**config.mk**
```make
export PLATFORM = sky130hd
export DESIGN_NAME = smbh_host
export DESIGN_NICKNAME = d
export VERILOG_FILES = /design/src/rtl/smbh_pkg.sv /design/src/rtl/smbh_bit.sv /design/src/rtl/smbh_seq.sv /design/src/rtl/smbh_host.sv
export SDC_FILE = /design/constraint.sdc
export NUM_CORES = 1
export LEC_CHECK = 0
export BUFFER_PORTS_ARGS = -buffer_cell sky130_fd_sc_hd__buf_2
export CORE_ASPECT_RATIO = 1.75
export CORE_MARGIN = 3
export CORE_UTILIZATION = 50
export CTS_BUF_LIST = sky130_fd_sc_hd__clkbuf_8
export DETAILED_ROUTE_END_ITERATION = 12
export PLACE_DENSITY = 0.69
export SYNTH_ARGS = -nofsm -noshare
export SYNTH_HDL_FRONTEND = slang
export SYNTH_SLANG_ARGS = --single-unit
```
**constraint.sdc**
```tcl
create_clock -name clk -period 5.89 [get_ports clk]
set_input_delay 0.2945 -clock clk [delete_from_list [all_inputs] [get_ports clk]]
set_output_delay 0.2945 -clock clk [all_outputs]
set_load 0.02 [all_outputs]
```
**src/rtl/smbh_pkg.sv**
```systemverilog
package smbh_pkg;

    localparam logic [3:0] REG_STAT = 4'h0;
    localparam logic [3:0] REG_CTL  = 4'h2;
    localparam logic [3:0] REG_CMD  = 4'h3;
    localparam logic [3:0] REG_XA   = 4'h4;
    localparam logic [3:0] REG_D0   = 4'h5;
    localparam logic [3:0] REG_D1   = 4'h6;

    localparam logic [2:0] PROT_BDATA = 3'd2;

    typedef enum logic [1:0] {OP_START, OP_STOP, OP_WR, OP_RD} bit_op_e;

    typedef struct packed {
        bit_op_e op;
        logic    din;
    } bit_cmd_t;

    typedef enum logic [3:0] {
        S_IDLE, S_START, S_ADDR, S_CMD, S_RSTART,
        S_RADDR, S_RDATA, S_WDATA, S_STOP
    } seq_st_e;

    // {scl, sda} levels for each quarter of one bit slot
    function automatic logic [1:0] quarter_lines(bit_op_e op, logic din, logic [1:0] qtr);
        logic scl_hi;
        scl_hi = (qtr == 2'd1) || (qtr == 2'd2);
        case (op)
            OP_START: quarter_lines = {scl_hi, (qtr < 2'd2)};
            OP_STOP:  quarter_lines = {(qtr != 2'd0), (qtr >= 2'd2)};
            OP_WR:    quarter_lines = {scl_hi, din};
            default:  quarter_lines = {scl_hi, 1'b1};
        endcase
    endfunction

endpackage

```
**src/rtl/smbh_bit.sv**
```systemverilog
module smbh_bit
    import smbh_pkg::*;
#(
    parameter int SCL_DIV = 40
) (
    input  logic    clk,
    input  logic    rst_n,
    input  logic    go,
    input  bit_op_e op,
    input  logic    din,
    input  logic    sda_i,
    output logic    done,
    output logic    rx,
    output logic    scl_oe,
    output logic    sda_oe
);
    localparam int QW = SCL_DIV / 4;
    localparam int CW = (QW > 1) ? $clog2(QW) : 1;
    localparam logic [CW-1:0] CNT_LAST = CW'(QW - 1);

    typedef struct packed {
        logic          active;
        bit_op_e       op;
        logic          din;
        logic [1:0]    qtr;
        logic [CW-1:0] cnt;
        logic          scl;
        logic          sda;
        logic          samp;
    } bit_state_t;

    localparam bit_state_t BIT_RST = '{active: 1'b0, op: OP_STOP, din: 1'b1, qtr: 2'd0,
                                       cnt: '0, scl: 1'b1, sda: 1'b1, samp: 1'b1};

    bit_state_t r_q, r_d;

    always_comb begin
        r_d  = r_q;
        done = 1'b0;
        if (r_q.active) begin
            if (r_q.cnt == CNT_LAST) begin
                r_d.cnt = '0;
                if (r_q.qtr == 2'd1) r_d.samp = sda_i;
                if (r_q.qtr == 2'd3) begin
                    r_d.active = 1'b0;
                    done       = 1'b1;
                end else begin
                    r_d.qtr = r_q.qtr + 2'd1;
                    {r_d.scl, r_d.sda} = quarter_lines(r_q.op, r_q.din, r_q.qtr + 2'd1);
                end
            end else begin
                r_d.cnt = r_q.cnt + CW'(1);
            end
        end
        if (go) begin
            r_d.active = 1'b1;
            r_d.op     = op;
            r_d.din    = din;
            r_d.qtr    = 2'd0;
            r_d.cnt    = '0;
            {r_d.scl, r_d.sda} = quarter_lines(op, din, 2'd0);
        end
    end

    always_ff @(posedge clk or negedge rst_n) begin
        if (!rst_n) r_q <= BIT_RST;
        else        r_q <= r_d;
    end

    assign rx     = r_q.samp;
    assign scl_oe = !r_q.scl;
    assign sda_oe = !r_q.sda;

endmodule

```
**src/rtl/smbh_seq.sv**
```systemverilog
module smbh_seq
    import smbh_pkg::*;
(
    input  logic       clk,
    input  logic       rst_n,
    input  logic       start,
    input  logic [7:0] xa,
    input  logic [7:0] cmdb,
    input  logic [7:0] wbyte,
    input  logic       bit_done,
    input  logic       bit_rx,
    output logic       bit_go,
    output bit_op_e    bit_op,
    output logic       bit_din,
    output logic       busy,
    output logic       fin_ok,
    output logic       fin_err,
    output logic       rx_ld,
    output logic [7:0] rx_byte
);
    typedef struct packed {
        seq_st_e    st;
        logic [3:0] bitn;
        logic [7:0] sh;
        logic       err;
    } seq_state_t;

    localparam seq_state_t SEQ_RST = '{st: S_IDLE, bitn: 4'd0, sh: 8'h00, err: 1'b0};

    seq_state_t r_q, r_d;
    logic       step;
    bit_cmd_t   nxt;

    function automatic bit_cmd_t step_cmd(seq_st_e st, logic [3:0] bn, logic [7:0] sh);
        bit_cmd_t c;
        case (st)
            S_START, S_RSTART: c = '{op: OP_START, din: 1'b1};
            S_STOP:            c = '{op: OP_STOP,  din: 1'b1};
            S_RDATA:           c = (bn < 4'd8) ? '{op: OP_RD, din: 1'b1} : '{op: OP_WR, din: 1'b1};
            default:           c = (bn < 4'd8) ? '{op: OP_WR, din: sh[7]} : '{op: OP_RD, din: 1'b1};
        endcase
        return c;
    endfunction

    always_comb begin
        r_d     = r_q;
        step    = 1'b0;
        fin_ok  = 1'b0;
        fin_err = 1'b0;
        rx_ld   = 1'b0;
        if (r_q.st == S_IDLE) begin
            if (start) begin
                r_d.st   = S_START;
                r_d.err  = 1'b0;
                r_d.bitn = 4'd0;
                step     = 1'b1;
            end
        end else if (bit_done) begin
            step     = 1'b1;
            r_d.bitn = r_q.bitn + 4'd1;
            case (r_q.st)
                S_START: begin
                    r_d.st = S_ADDR; r_d.sh = {xa[7:1], 1'b0}; r_d.bitn = 4'd0;
                end
                S_RSTART: begin
                    r_d.st = S_RADDR; r_d.sh = {xa[7:1], 1'b1}; r_d.bitn = 4'd0;
                end
                S_STOP: begin
                    r_d.st  = S_IDLE;
                    fin_ok  = !r_q.err;
                    fin_err = r_q.err;
                end
                S_RDATA: begin
                    if (r_q.bitn < 4'd8) begin
                        r_d.sh = {r_q.sh[6:0], bit_rx};
                    end else begin
                        rx_ld  = 1'b1;
                        r_d.st = S_STOP;
                    end
                end
                default: begin
                    if (r_q.bitn < 4'd8) begin
                        r_d.sh = {r_q.sh[6:0], 1'b0};
                    end else if (bit_rx) begin
                        r_d.err = 1'b1;
                        r_d.st  = S_STOP;
                    end else begin
                        r_d.bitn = 4'd0;
                        case (r_q.st)
                            S_ADDR:  begin r_d.st = S_CMD; r_d.sh = cmdb; end
                            S_CMD:   begin
                                if (xa[0]) r_d.st = S_RSTART;
                                else begin r_d.st = S_WDATA; r_d.sh = wbyte; end
                            end
                            S_RADDR: r_d.st = S_RDATA;
                            default: r_d.st = S_STOP;
                        endcase
                    end
                end
            endcase
        end
        nxt     = step_cmd(r_d.st, r_d.bitn, r_d.sh);
        bit_go  = step && (r_d.st != S_IDLE);
        bit_op  = nxt.op;
        bit_din = nxt.din;
    end

    always_ff @(posedge clk or negedge rst_n) begin
        if (!rst_n) r_q <= SEQ_RST;
        else        r_q <= r_d;
    end

    assign busy    = (r_q.st != S_IDLE);
    assign rx_byte = r_q.sh;

endmodule

```
**src/rtl/smbh_host.sv**
```systemverilog
module smbh_host
    import smbh_pkg::*;
#(
    parameter int SCL_DIV = 40
) (
    input  logic       clk,
    input  logic       rst_n,
    input  logic [3:0] addr,
    input  logic       wr,
    input  logic       rd,
    input  logic [7:0] wdata,
    output logic [7:0] rdata,
    output logic       irq,
    output logic       scl_oe,
    input  logic       sda_i,
    output logic       sda_oe
);
    typedef struct packed {
        logic       f_done;
        logic       f_err;
        logic       ien;
        logic [2:0] prot;
        logic [7:0] cmdb;
        logic [7:0] xa;
        logic [7:0] d0;
        logic [7:0] d1;
        logic [7:0] rdata;
    } reg_state_t;

    reg_state_t r_q, r_d;

    logic       busy, fin_ok, fin_err, rx_ld, start;
    logic [7:0] rx_byte;
    logic       bit_go, bit_din, bit_done, bit_rx;
    bit_op_e    bit_op;
    logic       flag_done, flag_err, ien;

    always_comb begin
        r_d   = r_q;
        start = 1'b0;
        if (wr) begin
            case (addr)
                REG_STAT: begin
                    if (wdata[1]) r_d.f_done = 1'b0;
                    if (wdata[2]) r_d.f_err  = 1'b0;
                end
                REG_CTL: begin
                    r_d.ien = wdata[0];
                    if (!busy) begin
                        r_d.prot = wdata[4:2];
                        start    = wdata[6] && (wdata[4:2] == PROT_BDATA);
                    end
                end
                REG_CMD: if (!busy) r_d.cmdb = wdata;
                REG_XA:  if (!busy) r_d.xa   = wdata;
                REG_D0:  if (!busy) r_d.d0   = wdata;
                REG_D1:  if (!busy) r_d.d1   = wdata;
                default: ;
            endcase
        end
        if (rx_ld)   r_d.d0     = rx_byte;
        if (fin_ok)  r_d.f_done = 1'b1;
        if (fin_err) r_d.f_err  = 1'b1;
        if (rd) begin
            case (addr)
                REG_STAT: r_d.rdata = {5'b0, r_q.f_err, r_q.f_done, busy};
                REG_CTL:  r_d.rdata = {3'b0, r_q.prot, 1'b0, r_q.ien};
                REG_CMD:  r_d.rdata = r_q.cmdb;
                REG_XA:   r_d.rdata = r_q.xa;
                REG_D0:   r_d.rdata = r_q.d0;
                REG_D1:   r_d.rdata = r_q.d1;
                default:  r_d.rdata = 8'h00;
            endcase
        end
    end

    always_ff @(posedge clk or negedge rst_n) begin
        if (!rst_n) r_q <= '0;
        else        r_q <= r_d;
    end

    assign flag_done = r_q.f_done;
    assign flag_err  = r_q.f_err;
    assign ien       = r_q.ien;
    assign rdata     = r_q.rdata;
    assign irq       = r_q.ien && (r_q.f_done || r_q.f_err);

    smbh_seq u_seq (
        .clk(clk), .rst_n(rst_n), .start(start),
        .xa(r_q.xa), .cmdb(r_q.cmdb), .wbyte(r_q.d0),
        .bit_done(bit_done), .bit_rx(bit_rx),
        .bit_go(bit_go), .bit_op(bit_op), .bit_din(bit_din),
        .busy(busy), .fin_ok(fin_ok), .fin_err(fin_err),
        .rx_ld(rx_ld), .rx_byte(rx_byte)
    );

    smbh_bit #(.SCL_DIV(SCL_DIV)) u_bit (
        .clk(clk), .rst_n(rst_n), .go(bit_go), .op(bit_op), .din(bit_din),
        .sda_i(sda_i), .done(bit_done), .rx(bit_rx),
        .scl_oe(scl_oe), .sda_oe(sda_oe)
    );

endmodule

```
# Word level (Yosys, flattened, before mapping)
# Cells that the tools add are included.
# classes
addsub	3
n_lt_le_gt_ge	4
n_eq_ne	34
mux	75
bitwise	3
n_reduce_logical	43
# op_table
operator	count
$mux 8	16
$pmux 8 s6	1
$mux 38	1
$eq 4x3->1 const B	8
$mux 1	32
$pmux 8 s4	1
$reduce_and 3->1	9
$reduce_bool 2->1	13
$mux 12	2
$mux 17	1
$eq 4x2->1 const B	4
$mux 4	4
$pmux 4 s4	1
$pmux 8 s2	1
$mux 2	7
$eq 4x4->1 const B	3
$pmux 4 s3	1
$mux 9	1
$pmux 3 s3	1
$add 4x1->4 const B	2
$eq 2x1->1 const B	4
$eq 2x2->1 const B	4
$eq 4x1->1 const B	2
$logic_not 4->1	2
other kinds (25)	41
# word_totals
ff_bits	76
in_bits	17
out_inout_bits	11

# Depth between registers and ports, before layout
# Gate-level depths: netlist (run 1).
# depth
word_depth	13
mapped_depth	11
mapped_depth_nobuf	10

# Modules after synthesis
# Synthesis (run 1) repeated with hierarchy kept, for this count alone.
# hier_totals
cells_unflattened	461
area_unflattened_um2	4601.9
# modules_own_cells
module	instances	cells_each	area_per_inst_um2	seq_area_each_um2
smbh_host	1	206	2319.7	1151.1
smbh_seq	1	187	1549.0	425.4
smbh_bit	1	68	733.2	331.6

# Worst setup path before layout (run 1)
# OpenSTA, ideal clock, no wires.
# synth_path
path_type	reg-to-reg
startpoint	register u_bit.r_q[7] (netlist name)
endpoint	register u_bit.r_q[12] (netlist name)
setup_ns	0.118
t_arrival_ns	2.159
required_ns	5.772
setup_slack_ns	3.613
path_stages_with_launch	10
synth_period_minus_slack_ns	2.277
path_cell_list	dfrtp_1 -> ha_1 -> nand2_1 -> nor2_1 -> a311o_1 -> a41o_1 -> nand2_1 -> o31a_1 -> buf_2 -> a21o_1
# synth_rtl
item	line	source
start, declared	smbh_bit.sv:35	bit_state_t r_q, r_d;
start signal, assigned	smbh_bit.sv:67	else r_q <= r_d;

# Worst setup path in the final report (run 1)
# layout_path
startpoint	register u_seq.r_q[14] (netlist name)
endpoint	register u_seq.r_q, in the netlist u_seq.rx_byte[0]
# layout_between
elab_chain_cells	5
elab_cells_between_ends	18
cone_classes	eq/ne: 9; mux: 4; bitwise: 2; reduce/logical: 3
# layout_lines
item	line	source
start, declared	smbh_seq.sv:30	seq_state_t r_q, r_d;
start signal, assigned	smbh_seq.sv:110	else r_q <= r_d;
$eq 4x2->1	smbh_seq.sv:89	case (r_q.st)
$pmux 8 s2	smbh_seq.sv:89	
$mux 12	smbh_seq.sv:84	end else if (bit_rx) begin
$mux 8	smbh_seq.sv:82	if (r_q.bitn < 4'd8) begin
$pmux 8 s4	smbh_seq.sv:61	case (r_q.st)
# Parallel ways exist; a longest one is shown, timed or not. The select of a mux whose other input is x is not followed.
# A chain may end at the register's enable or synchronous reset.

==> results.cfg, run 1 <==
[die]
start_util_pct = 51.4
die_height_um = 131
placement_rows = 45
area_of_the_die_um2 = 10200
coreArea_um2 = 8730
die_x_um = 77.6
io_pins = 28

[clock_tree]
ctsRootBufferMaster = sky130_fd_sc_hd__clkbuf_8
post_cts_buffers = 0
path_clk_slew_ns = 0.08
postCtsHoldBufs = 0
clock_path_buffers = 2
number_of_buffers_added_by_the_clock_tree_synthesis_step = 9
h-tree-depth = 3
cts_sinks = 76
tritoncts = built
insertion_delay_ns = 0.36
cts.repair.resized = 0

[logic_synthesis]
synth_adder_area_share_pct = 1.67
synthMostInstantiatedCell = sky130_fd_sc_hd__dfrtp_1
netlist_top_cells_count = 71 x sky130_fd_sc_hd__dfrtp_1, 49 x sky130_fd_sc_hd__nand2_1, 36 x sky130_fd_sc_hd__nor2_1, 29 x sky130_fd_sc_hd__mux2_2, 24 x sky130_fd_sc_hd__a22oi_1
compound_gate_fraction_of_synth_area_pct = 20.9
dominant_combinational_cell_family_by_area_after_synthesis = compound AO/OA/AOI/OAI gates
post_synth_xor_area_fraction_pct = 0.976
leading_cell_types_by_total_area_after_synthesis = sky130_fd_sc_hd__dfrtp_1 40%, sky130_fd_sc_hd__mux2_2 7.3%, sky130_fd_sc_hd__nand2_1 4.1%
synth.largest_area_cell = sky130_fd_sc_hd__dfrtp_1
ys.flop_type = sky130_fd_sc_hd__dfrtp_1
netlist-cell-type-count = 75
synth.top_cell.area_share_pct = 39.6
post_synth_instance_area_um2 = 4490
yosysWarnings = 0
synth-simple-area-share_pct = 18.5
synth-seq-area-share_pct = 42.5
synth_edf_count = 0
postSynthCellCount = 456
synthesis.area_per_instance_um2 = 9.84
register_bit_total_from_synthesis = 76
synthMuxAreaShare_pct = 8.84
async_set_or_reset_flop_fraction_in_the_synthesized_netlist_pct = 100
synthesis.nets = 479

[placement]
gp_congestion = 0.945
postPlaceCellArea_um2 = 4570
placedCellCount = 569
dp_hpwl_mm = 8.27
io_buffer_count = 27
detailedPlace.worstSlack_ns = 2.85

[sta]
hold_slack_ns = 0.0890
setup_viol_count_final = 0
final_min_period_over_clock_period_pct = 49.0
min_period_ns = 2.88
timing.setup.tns_ns = 0
worst-slew-pin-transition_ns = 1.03
report.final.hold_viol_count = 0
max_slew_margin_pct = 30.4
rsz0062_at_grt = no
timing.final.max_slew_violations = 0
postLayoutSetupSlackWorst_ns = 3.01
fmax_mhz = 347
finalClockSkew_ns = 0.00922

[drt]
drtAntennaViolNets = 0
total_wire_length_mm = 11.2
wl_per_cell_um = 19.2
vias = 3604
firstDrtPassIters = 7
drc = 0
vias_per_cell = 6.16
first_iter_violations = 478

[cells_and_area]
nNetsFinal = 486
antenna_cells_inserted = 0
regArea_um2 = 1910
drive_above_1_share_pct = 21.6
area_taken_by_multi_input_logic_gates_um2 = 2290
finish.instance_area_um2 = 4820
layout.filler_cells = 756
stdcell_count = 585
areaGrowthSynthToFinish_pct = 7.53

[critical_path]
critical_path.max_fanout = 23
worst-path-stages = 5
setup.reg_to_reg.worst_slack_ns = 3.01
cpLargestDelayFamily = simple AND/OR/NAND/NOR gates
setup.worst_path.start_class = flop
arrival_time_reported_for_the_critical_path_endpoint_ns = 3.18
crit_path_max_incr_delay_ns = 0.90
timing.reg2reg.worst_path_depth = 5
worstSetupEndpointType = flop
timing.critical_path.cells = or3b_1 -> nor3b_1 -> a22oi_1 -> o211ai_1 -> o21a_1
slowest_stage = sky130_fd_sc_hd__dfrtp_1
criticalPathCategory = flop to flop
reg2reg_from = u_seq.r_q[14]
critical_path.reg2reg.endpoint = u_seq.rx_byte[0]
critPathBufInv = 0
required_ns = 6.19

[grt]
gr-total-overflow = 0
grt_start_max_net_pins = 77
grt_antenna_before_repair = 0
grt_first_pass_wirelength_mm = 18.6
first_global_vias = 3640
gr-usage-all-layers_pct = 23.2

[run_status]
outcome = finished, final reports clean

[pwr]
power.ir.vdd_worst_mv = 0.146
leakage_uw = 0.00211
cellPowerDensity_nw_per_um2 = 222

[job]
cap_viol_max_count = 0

[hold_path]
min_path_type = input port to asynchronous set/reset pin
-- cells by family (layout without fill, tap and decap cells) --
group                    Yosys count  count (layout)
flip-flops                        76              76
XOR/XNOR                           5               5
AO/OA/AOI/OAI                    128             128
multiplexers                      36              36
buffers and inverters             55              67
AND/OR/NAND/NOR                  150             150
adder cells (fa/ha/maj)            6               6
-- power by group --
group / leakage [uW] / internal [uW] / switching, uW
combinational: 0.000975 / 13.0 / 35.2
clock: 0.000122 / 293 / 200
sequential: 0.00102 / 525 / 4.40
-- worst reg2reg max path, delay by kind of cell, from the launching register on --
kind	cells	cell delay, ns
AOI/OAI and AO/OA	3	0.62
DFF	1	0.90
and+or+nand+nor	2	1.30
-- layout by cell type, fill, tap and decap left out, types with 3 or more instances in the layout --
master,count
sky130_fd_sc_hd__mux2_2,29
sky130_fd_sc_hd__nor4_1,3
sky130_fd_sc_hd__a22oi_1,24
sky130_fd_sc_hd__a22o_1,3
sky130_fd_sc_hd__o21ai_0,16
sky130_fd_sc_hd__a211oi_1,4
sky130_fd_sc_hd__nand3b_1,3
sky130_fd_sc_hd__o22ai_1,8
sky130_fd_sc_hd__nand3_1,5
sky130_fd_sc_hd__a31oi_1,6
sky130_fd_sc_hd__ha_1,6
sky130_fd_sc_hd__buf_2,26
sky130_fd_sc_hd__a21oi_1,20
sky130_fd_sc_hd__a221oi_1,6
sky130_fd_sc_hd__nand2_1,49
sky130_fd_sc_hd__xnor2_1,4
sky130_fd_sc_hd__nor3_1,9
sky130_fd_sc_hd__or2_2,4
sky130_fd_sc_hd__clkbuf_8,10
sky130_fd_sc_hd__nor4b_2,3
sky130_fd_sc_hd__inv_1,23
sky130_fd_sc_hd__nor2_1,36
sky130_fd_sc_hd__dfrtp_1,71
sky130_fd_sc_hd__nand2b_1,7
sky130_fd_sc_hd__a222oi_1,4
sky130_fd_sc_hd__nor2b_1,6
sky130_fd_sc_hd__dfstp_2,5
sky130_fd_sc_hd__o21a_1,6
sky130_fd_sc_hd__nand4_1,3
sky130_fd_sc_hd__bufinv_16,3
sky130_fd_sc_hd__mux2i_1,7
sky130_fd_sc_hd__o21bai_1,3
-- per-layer routing --
metal	up-vias	routed length, um	global-route usage [%]
met5	-	0	0
met4	0	553	12.4
met3	38	420	4.12
met2	130	6140	42.1
met1	1752	4120	24.8
li1	1684	-	-
-- area by class of cell --
type,instances,share of cell area [%]
multi-input combinational,325,47.4
sequential,76,39.6
clock inverter,6,2.31
inverter,23,1.79
tap,117,3.04
clock buffer,10,2.85
timing repair buffer,28,3.01
-- per-stage QoR --
step	total power (uW)	util [%]
2_1_floorplan	559	-
3_3_place_gp	587	52.4
3_5_place_dp	588	52.4
4_1_cts	1080	55.2
5_1_grt	1100	55.3
6_report	1070	55.3
-- flip-flops by register name, indices dropped and copies added (netlist names) --
| signal | flops |
|---|---|
| u_bit.r_q | 12 |
| u_bit.rx | 1 |
| ien | 1 |
| rdata | 8 |
| u_seq.r_q | 9 |
| r_q | 35 |
| flag_err | 1 |
| flag_done | 1 |
| u_seq.rx_byte | 8 |
-- worst max path at each step --
stage	start	endpoint	slack (ns)
after detailed placement	u_seq.r_q[13]	u_seq.rx_byte[0]	2.85
after global routing	u_seq.r_q[13]	u_bit.r_q[10]	2.63
after CTS	u_seq.r_q[13]	u_seq.rx_byte[0]	2.84
after floorplan	u_bit.r_q[7]	u_bit.r_q[12]	3.61
after global placement	u_seq.r_q[13]	u_seq.rx_byte[0]	2.95
final	u_seq.r_q[14]	u_seq.rx_byte[0]	3.01
No activity file was read; power rests on OpenSTA's default activity.
==> run 2: changes to the inputs <==
==> constraint.sdc (replaced) <==
create_clock -name clk -period 2.9 [get_ports clk]
set_input_delay 0.145 -clock clk [delete_from_list [all_inputs] [get_ports clk]]
set_output_delay 0.145 -clock clk [all_outputs]
set_load 0.02 [all_outputs]
==> run 2 against run 1 <==
Compared with the run above:
- final area is 2.1% higher
- count of clock-buffer cells in the layout unchanged
- sequential share of layout area fell by 0.82 points
- clock power grew 70%
- non-clock buffer count is 20 higher
- register-to-register slack worse by 2.8 ns
- die area did not move
- critical path depth increased by 2
- critical path type unchanged
==> results.cfg, run 2 (same netlist as run 1, synthesis figures left out) <==
[run_status]
outcome = finished, final reports clean

[grt]
global_route.peak_usage_layer = met2
grt_antenna_before_repair = 0
gr-total-overflow = 0
gr-usage-all-layers_pct = 23.7
groute.layer.met2.usage_pct = 42.5
grt_first_pass_wirelength_mm = 18.9
grt_start_max_net_pins = 77
grtUsageMet1_pct = 24.0
grt.met3_usage_pct = 4.32
first_global_vias = 3755

[critical_path]
timing.critical_path.cells = or3b_1 -> a21oi_1 -> a2111oi_0 -> o41a_1 -> a311oi_2 -> o311a_2 -> o22ai_1
critPathBufInv = 0
arrival_time_reported_for_the_critical_path_endpoint_ns = 2.95
cpLargestDelayFamily = compound AO/OA/AOI/OAI gates
setup.worst_path.start_class = flop
required_ns = 3.17
slowest_stage = sky130_fd_sc_hd__dfrtp_1
criticalPathCategory = flop to flop
critical_path.max_fanout = 20
crit_path_max_incr_delay_ns = 0.62
worstSetupEndpointType = flop

[drt]
first_iter_violations = 437
drc = 0
vias = 3689
total_wire_length_mm = 11.6
firstDrtPassIters = 6
drtAntennaViolNets = 0
vias_per_cell = 6.10
wl_per_cell_um = 19.2

[placement]
io_buffer_count = 27
dp_hpwl_mm = 8.75
gp_congestion = 0.914
detailedPlace.worstSlack_ns = 0.270

[sta]
worst-slew-pin-transition_ns = 0.952
report.final.hold_viol_count = 0
max_slew_margin_pct = 36.0
final_min_period_over_clock_period_pct = 92.4
postLayoutSetupSlackWorst_ns = 0.220
fmax_mhz = 373
min_period_ns = 2.68
hold_slack_ns = 0.0428
rsz0062_at_grt = no
setup_viol_count_final = 0
finalClockSkew_ns = 0.0117
timing.final.max_slew_violations = 0
timing.setup.tns_ns = 0

[cells_and_area]
register_bank_with_the_most_flops = r_q
areaGrowthSynthToFinish_pct = 9.82
most_frequent_cells_in_the_layout = 71 x sky130_fd_sc_hd__dfrtp_1, 49 x sky130_fd_sc_hd__nand2_1, 36 x sky130_fd_sc_hd__nor2_1
layout.filler_cells = 778
final_common_cell = sky130_fd_sc_hd__dfrtp_1
post_layout_utilization_of_the_core_pct = 56.4
nNetsFinal = 506
largest_reg_flops = 35
drive_above_1_share_pct = 24.2
antenna_cells_inserted = 0
reg.largest.list = r_q (35), u_bit.r_q (12), u_seq.r_q (9)

[die]
io_pins = 28
placement_rows = 45
coreArea_um2 = 8730
die_height_um = 131
start_util_pct = 51.4
area_of_the_die_um2 = 10200
die_x_um = 77.6

[clock_tree]
h-tree-depth = 3
cts_sinks = 76
post_cts_buffers = 0
insertion_delay_ns = 0.36
ctsRootBufferMaster = sky130_fd_sc_hd__clkbuf_8
tritoncts = built
clock_path_buffers = 2
path_clk_slew_ns = 0.08
number_of_buffers_added_by_the_clock_tree_synthesis_step = 9

[pwr]
power.switching_uw = 497
p_seq_share_pct = 53.4
p_int_uw = 1520
power.ir.vdd_worst_mv = 0.372
leakage_uw = 0.00219
combinationalPowerShare_pct = 5.0
power_uw = 2010
share_clk_of_total_power_pct = 41.5
cellPowerDensity_nw_per_um2 = 409
switch_share_pct = 24.7

[job]
cap_viol_max_count = 0

[hold_path]
min_path_type = input port to flop
[run 2: cell types whose count changed in the layout (fill, tap and decap cells not counted)]
cell / before / now
sky130_fd_sc_hd__nor3_2: 2 / 1
sky130_fd_sc_hd__dlygate4sd3_1: 0 / 2
sky130_fd_sc_hd__bufinv_16: 3 / 1
sky130_fd_sc_hd__nor3_1: 9 / 10
sky130_fd_sc_hd__clkinvlp_4: 1 / 2
sky130_fd_sc_hd__buf_4: 2 / 20
sky130_fd_sc_hd__clkinv_2: 1 / 2
[run 2: worst paths after layout]
kind / start / to / slack [ns] / cells after the start
max: u_seq.r_q[15] / u_bit.r_q[1] / 0.22 / 7
min: wdata[5] / r_q[21] / 0.04 / 3
max in group asynchronous: rst_n / u_seq.rx_byte[5] / 1.80 / 2
max reg2reg: u_seq.r_q[15] / u_bit.r_q[1] / 0.22 / 7
min in group asynchronous: rst_n / r_q[8] / 0.48 / 2
min reg2reg: u_bit.r_q[9] / u_bit.r_q[9] / 0.48 / 2
[run 2: layer usage]
layer | vias up | wire length, um
met2 | 126 | 6290
met1 | 1786 | 4130
met5 | - | 0
met4 | 0 | 736
met3 | 47 | 451
li1 | 1730 | -
[run 2: repair_timing]
action | CTS | global route
endpoints found under the setup margin | 0 | 0
endpoints found under the hold margin | 72 | 0
gates resized for setup | 0 | 0
hold buffers | 2 | 0
[run 2: power groups by stage]
stage	clock network, uW	registers (uW)	logic (uW)
floorplan	0	1090	41.6
global placement	0	1100	98.6
detailed placement	0	1100	100
CTS	860	1080	103
global route	895	1080	111
finish	837	1080	101
[run 2: layout make-up]
cell class / count / area (um2) / share of cell area (%)
repair buffers: 48 / 300 / 6.10
multi-input cells: 325 / 2280 / 46.4
clock inverters: 6 / 63.8 / 1.30
clock buffers: 10 / 138 / 2.79
flip-flops and latches: 76 / 1910 / 38.7
inverters: 23 / 86.3 / 1.75
well taps: 117 / 146 / 2.97
[run 2: worst reg2reg max path: cells and delay by family, from the launching register on]
kind               cells  cell delay (ns)
DFF                    1             0.62
AOI/OAI and AO/OA      6             1.47
and+or+nand+nor        1             0.50
[run 2: through the flow]
| stage | instance area, um2 | instances |
|---|---|---|
| 2_1_floorplan | 4490 | 456 |
| 3_3_place_gp | 4700 | 587 |
| 3_5_place_dp | 4700 | 587 |
| 4_1_cts | 4930 | 605 |
| 5_1_grt | 4930 | 605 |
| 6_report | 4930 | 605 |
==> run 3: changes to the inputs <==
--- a/config.mk
+++ b/config.mk
@@ -6,7 +6,7 @@
 export NUM_CORES = 1
 export LEC_CHECK = 0
 export BUFFER_PORTS_ARGS = -buffer_cell sky130_fd_sc_hd__buf_2
-export CORE_ASPECT_RATIO = 1.75
+export CORE_ASPECT_RATIO = 1.25
 export CORE_MARGIN = 3
 export CORE_UTILIZATION = 50
 export CTS_BUF_LIST = sky130_fd_sc_hd__clkbuf_8
==> run 3 against run 2 <==
Compared with the run above:
- final area fell by 0.41%
- largest cell class unchanged
- clock power rose by 2.4%
- total power rose by 0.83%
- largest power group unchanged
- first-iteration DRC count fell by 51%
- critical path type unchanged
- critical path depth rose by 1
- utilization fell by 0.060 points
- fmax rose by 1.1%
==> results.cfg, run 3 (same netlist as run 1, synthesis figures left out) <==
[grt]
grt_start_max_net_pins = 77
grt.met3_usage_pct = 4.39
gr-total-overflow = 0
first_global_vias = 3623
grt_antenna_before_repair = 0
groute.layer.met2.usage_pct = 38.4
grt_first_pass_wirelength_mm = 17.7
grtUsageMet1_pct = 25.7
gr-usage-all-layers_pct = 21.8
global_route.peak_usage_layer = met2

[drt]
wl_per_cell_um = 17.7
drc = 0
vias = 3587
firstDrtPassIters = 5
drtAntennaViolNets = 0
vias_per_cell = 5.94
total_wire_length_mm = 10.7
first_iter_violations = 214

[critical_path]
arrival_time_reported_for_the_critical_path_endpoint_ns = 2.95
setup.worst_path.start_class = flop
worstSetupEndpointType = flop
required_ns = 3.20
critical_path.max_fanout = 10
criticalPathCategory = flop to flop

[sta]
postLayoutSetupSlackWorst_ns = 0.249
worst-slew-pin-transition_ns = 0.976
fmax_mhz = 377
timing.setup.tns_ns = 0
finalClockSkew_ns = 0.00787
report.final.hold_viol_count = 0
rsz0062_at_grt = no
min_period_ns = 2.65
timing.final.max_slew_violations = 0
final_min_period_over_clock_period_pct = 91.4
max_slew_margin_pct = 34.9
setup_viol_count_final = 0

[pwr]
p_seq_share_pct = 52.9
power.switching_uw = 506
share_clk_of_total_power_pct = 42.2
switch_share_pct = 24.9
combinationalPowerShare_pct = 4.8
power_uw = 2030
power.ir.vdd_worst_mv = 0.215
p_int_uw = 1520
cellPowerDensity_nw_per_um2 = 414
leakage_uw = 0.00218

[cells_and_area]
final_common_cell = sky130_fd_sc_hd__dfrtp_1
drive_above_1_share_pct = 24.2
nNetsFinal = 502
areaGrowthSynthToFinish_pct = 9.37
antenna_cells_inserted = 0
most_frequent_cells_in_the_layout = 69 x sky130_fd_sc_hd__dfrtp_1, 49 x sky130_fd_sc_hd__nand2_1, 36 x sky130_fd_sc_hd__nor2_1
layout.filler_cells = 806
post_layout_utilization_of_the_core_pct = 56.4
reg.largest.list = r_q (35), u_bit.r_q (12), u_seq.r_q (9)
largest_reg_flops = 35
register_bank_with_the_most_flops = r_q

[job]
cap_viol_max_count = 0

[clock_tree]
number_of_buffers_added_by_the_clock_tree_synthesis_step = 9
clock_path_buffers = 2
post_cts_buffers = 0
insertion_delay_ns = 0.36
cts_sinks = 76
path_clk_slew_ns = 0.08
tritoncts = built
ctsRootBufferMaster = sky130_fd_sc_hd__clkbuf_8
h-tree-depth = 3

[die]
start_util_pct = 51.6
die_x_um = 90.7
coreArea_um2 = 8700
placement_rows = 38
die_height_um = 112
area_of_the_die_um2 = 10200
io_pins = 28

[run_status]
outcome = finished, final reports clean

[placement]
gp_congestion = 0.949
dp_hpwl_mm = 7.92
detailedPlace.worstSlack_ns = 0.246
io_buffer_count = 27

[hold_path]
min_path_type = input port to flop
[run 3: cell count changes in the layout (fill, tap and decap cells not counted), sizes merged]
cell         delta
buf             -3
clkinvlp        -2
inv             +2
dlygate4sd3     -1
[run 3: power groups by stage]
stage | clock (uW) | sequential, uW | combinational, uW
final | 857 | 1080 | 98.2
after global routing | 919 | 1080 | 108
after CTS | 878 | 1070 | 99.7
after detailed placement | 0 | 1100 | 98.5
after global placement | 0 | 1100 | 97.0
after floorplan | 0 | 1090 | 41.6
[run 3: area by class of cell]
class	count	area [um2]	share of cell area [%]
multi-input combinational	325	2280	46.5
sequential	76	1910	38.9
timing repair buffer	44	268	5.46
tap	120	150	3.06
clock buffer	10	138	2.81
inverter	23	86.3	1.76
clock inverter	6	70.1	1.43
[run 3: final timing paths]
kind	startpoint	endpoint	slack, ns	depth (start not counted)
worst max-delay path	u_bit.r_q[4]	u_bit.r_q[9]	0.25	8
worst min-delay path	sda_i	u_bit.rx	0.04	2
worst max register to register	u_bit.r_q[4]	u_bit.r_q[9]	0.25	8
worst min register to register	u_bit.r_q[9]	u_bit.r_q[9]	0.48	2
max in group asynchronous	rst_n	u_seq.r_q[15]	1.76	2
min in group asynchronous	rst_n	r_q[8]	0.46	2
[run 3: worst max-delay path, stage by stage, from the launching register on]
cell and delay, ns:
sky130_fd_sc_hd__dfrtp_1 0.42, sky130_fd_sc_hd__inv_1 0.08, sky130_fd_sc_hd__ha_1 0.19, sky130_fd_sc_hd__and4b_1 0.34, sky130_fd_sc_hd__nand2_4 0.12, sky130_fd_sc_hd__or3_1 0.42, sky130_fd_sc_hd__o2111ai_2 0.35, sky130_fd_sc_hd__o31a_1 0.44
sky130_fd_sc_hd__mux2i_1 0.23
[run 3: timing repair]
action                                  CTS  global route
gates resized for setup                   0             2
endpoints found under the setup margin    0             1
hold buffers                              1             0
hold endpoints to repair                 71             0
[run 3: metrics by stage]
step | hold slack (ns) | cell area, um2 | cells
CTS | 0.0258 | 4900 | 604
detailed placement | 0.367 | 4690 | 587
floorplan | -0.151 | 4490 | 456
global route | 0.0426 | 4910 | 604
finish | 0.0402 | 4910 | 604
global placement | 0.358 | 4690 | 587
[run 3: layer usage]
layer  routed length, um  vias to the layer above  part of all wire, %
met3                 489                       31                  4.6
met4                 346                        0                  3.2
met1                4470                     1727                   42
met2                5380                      109                   50
met5                   0                        -                    0
li1                    -                     1720                    -
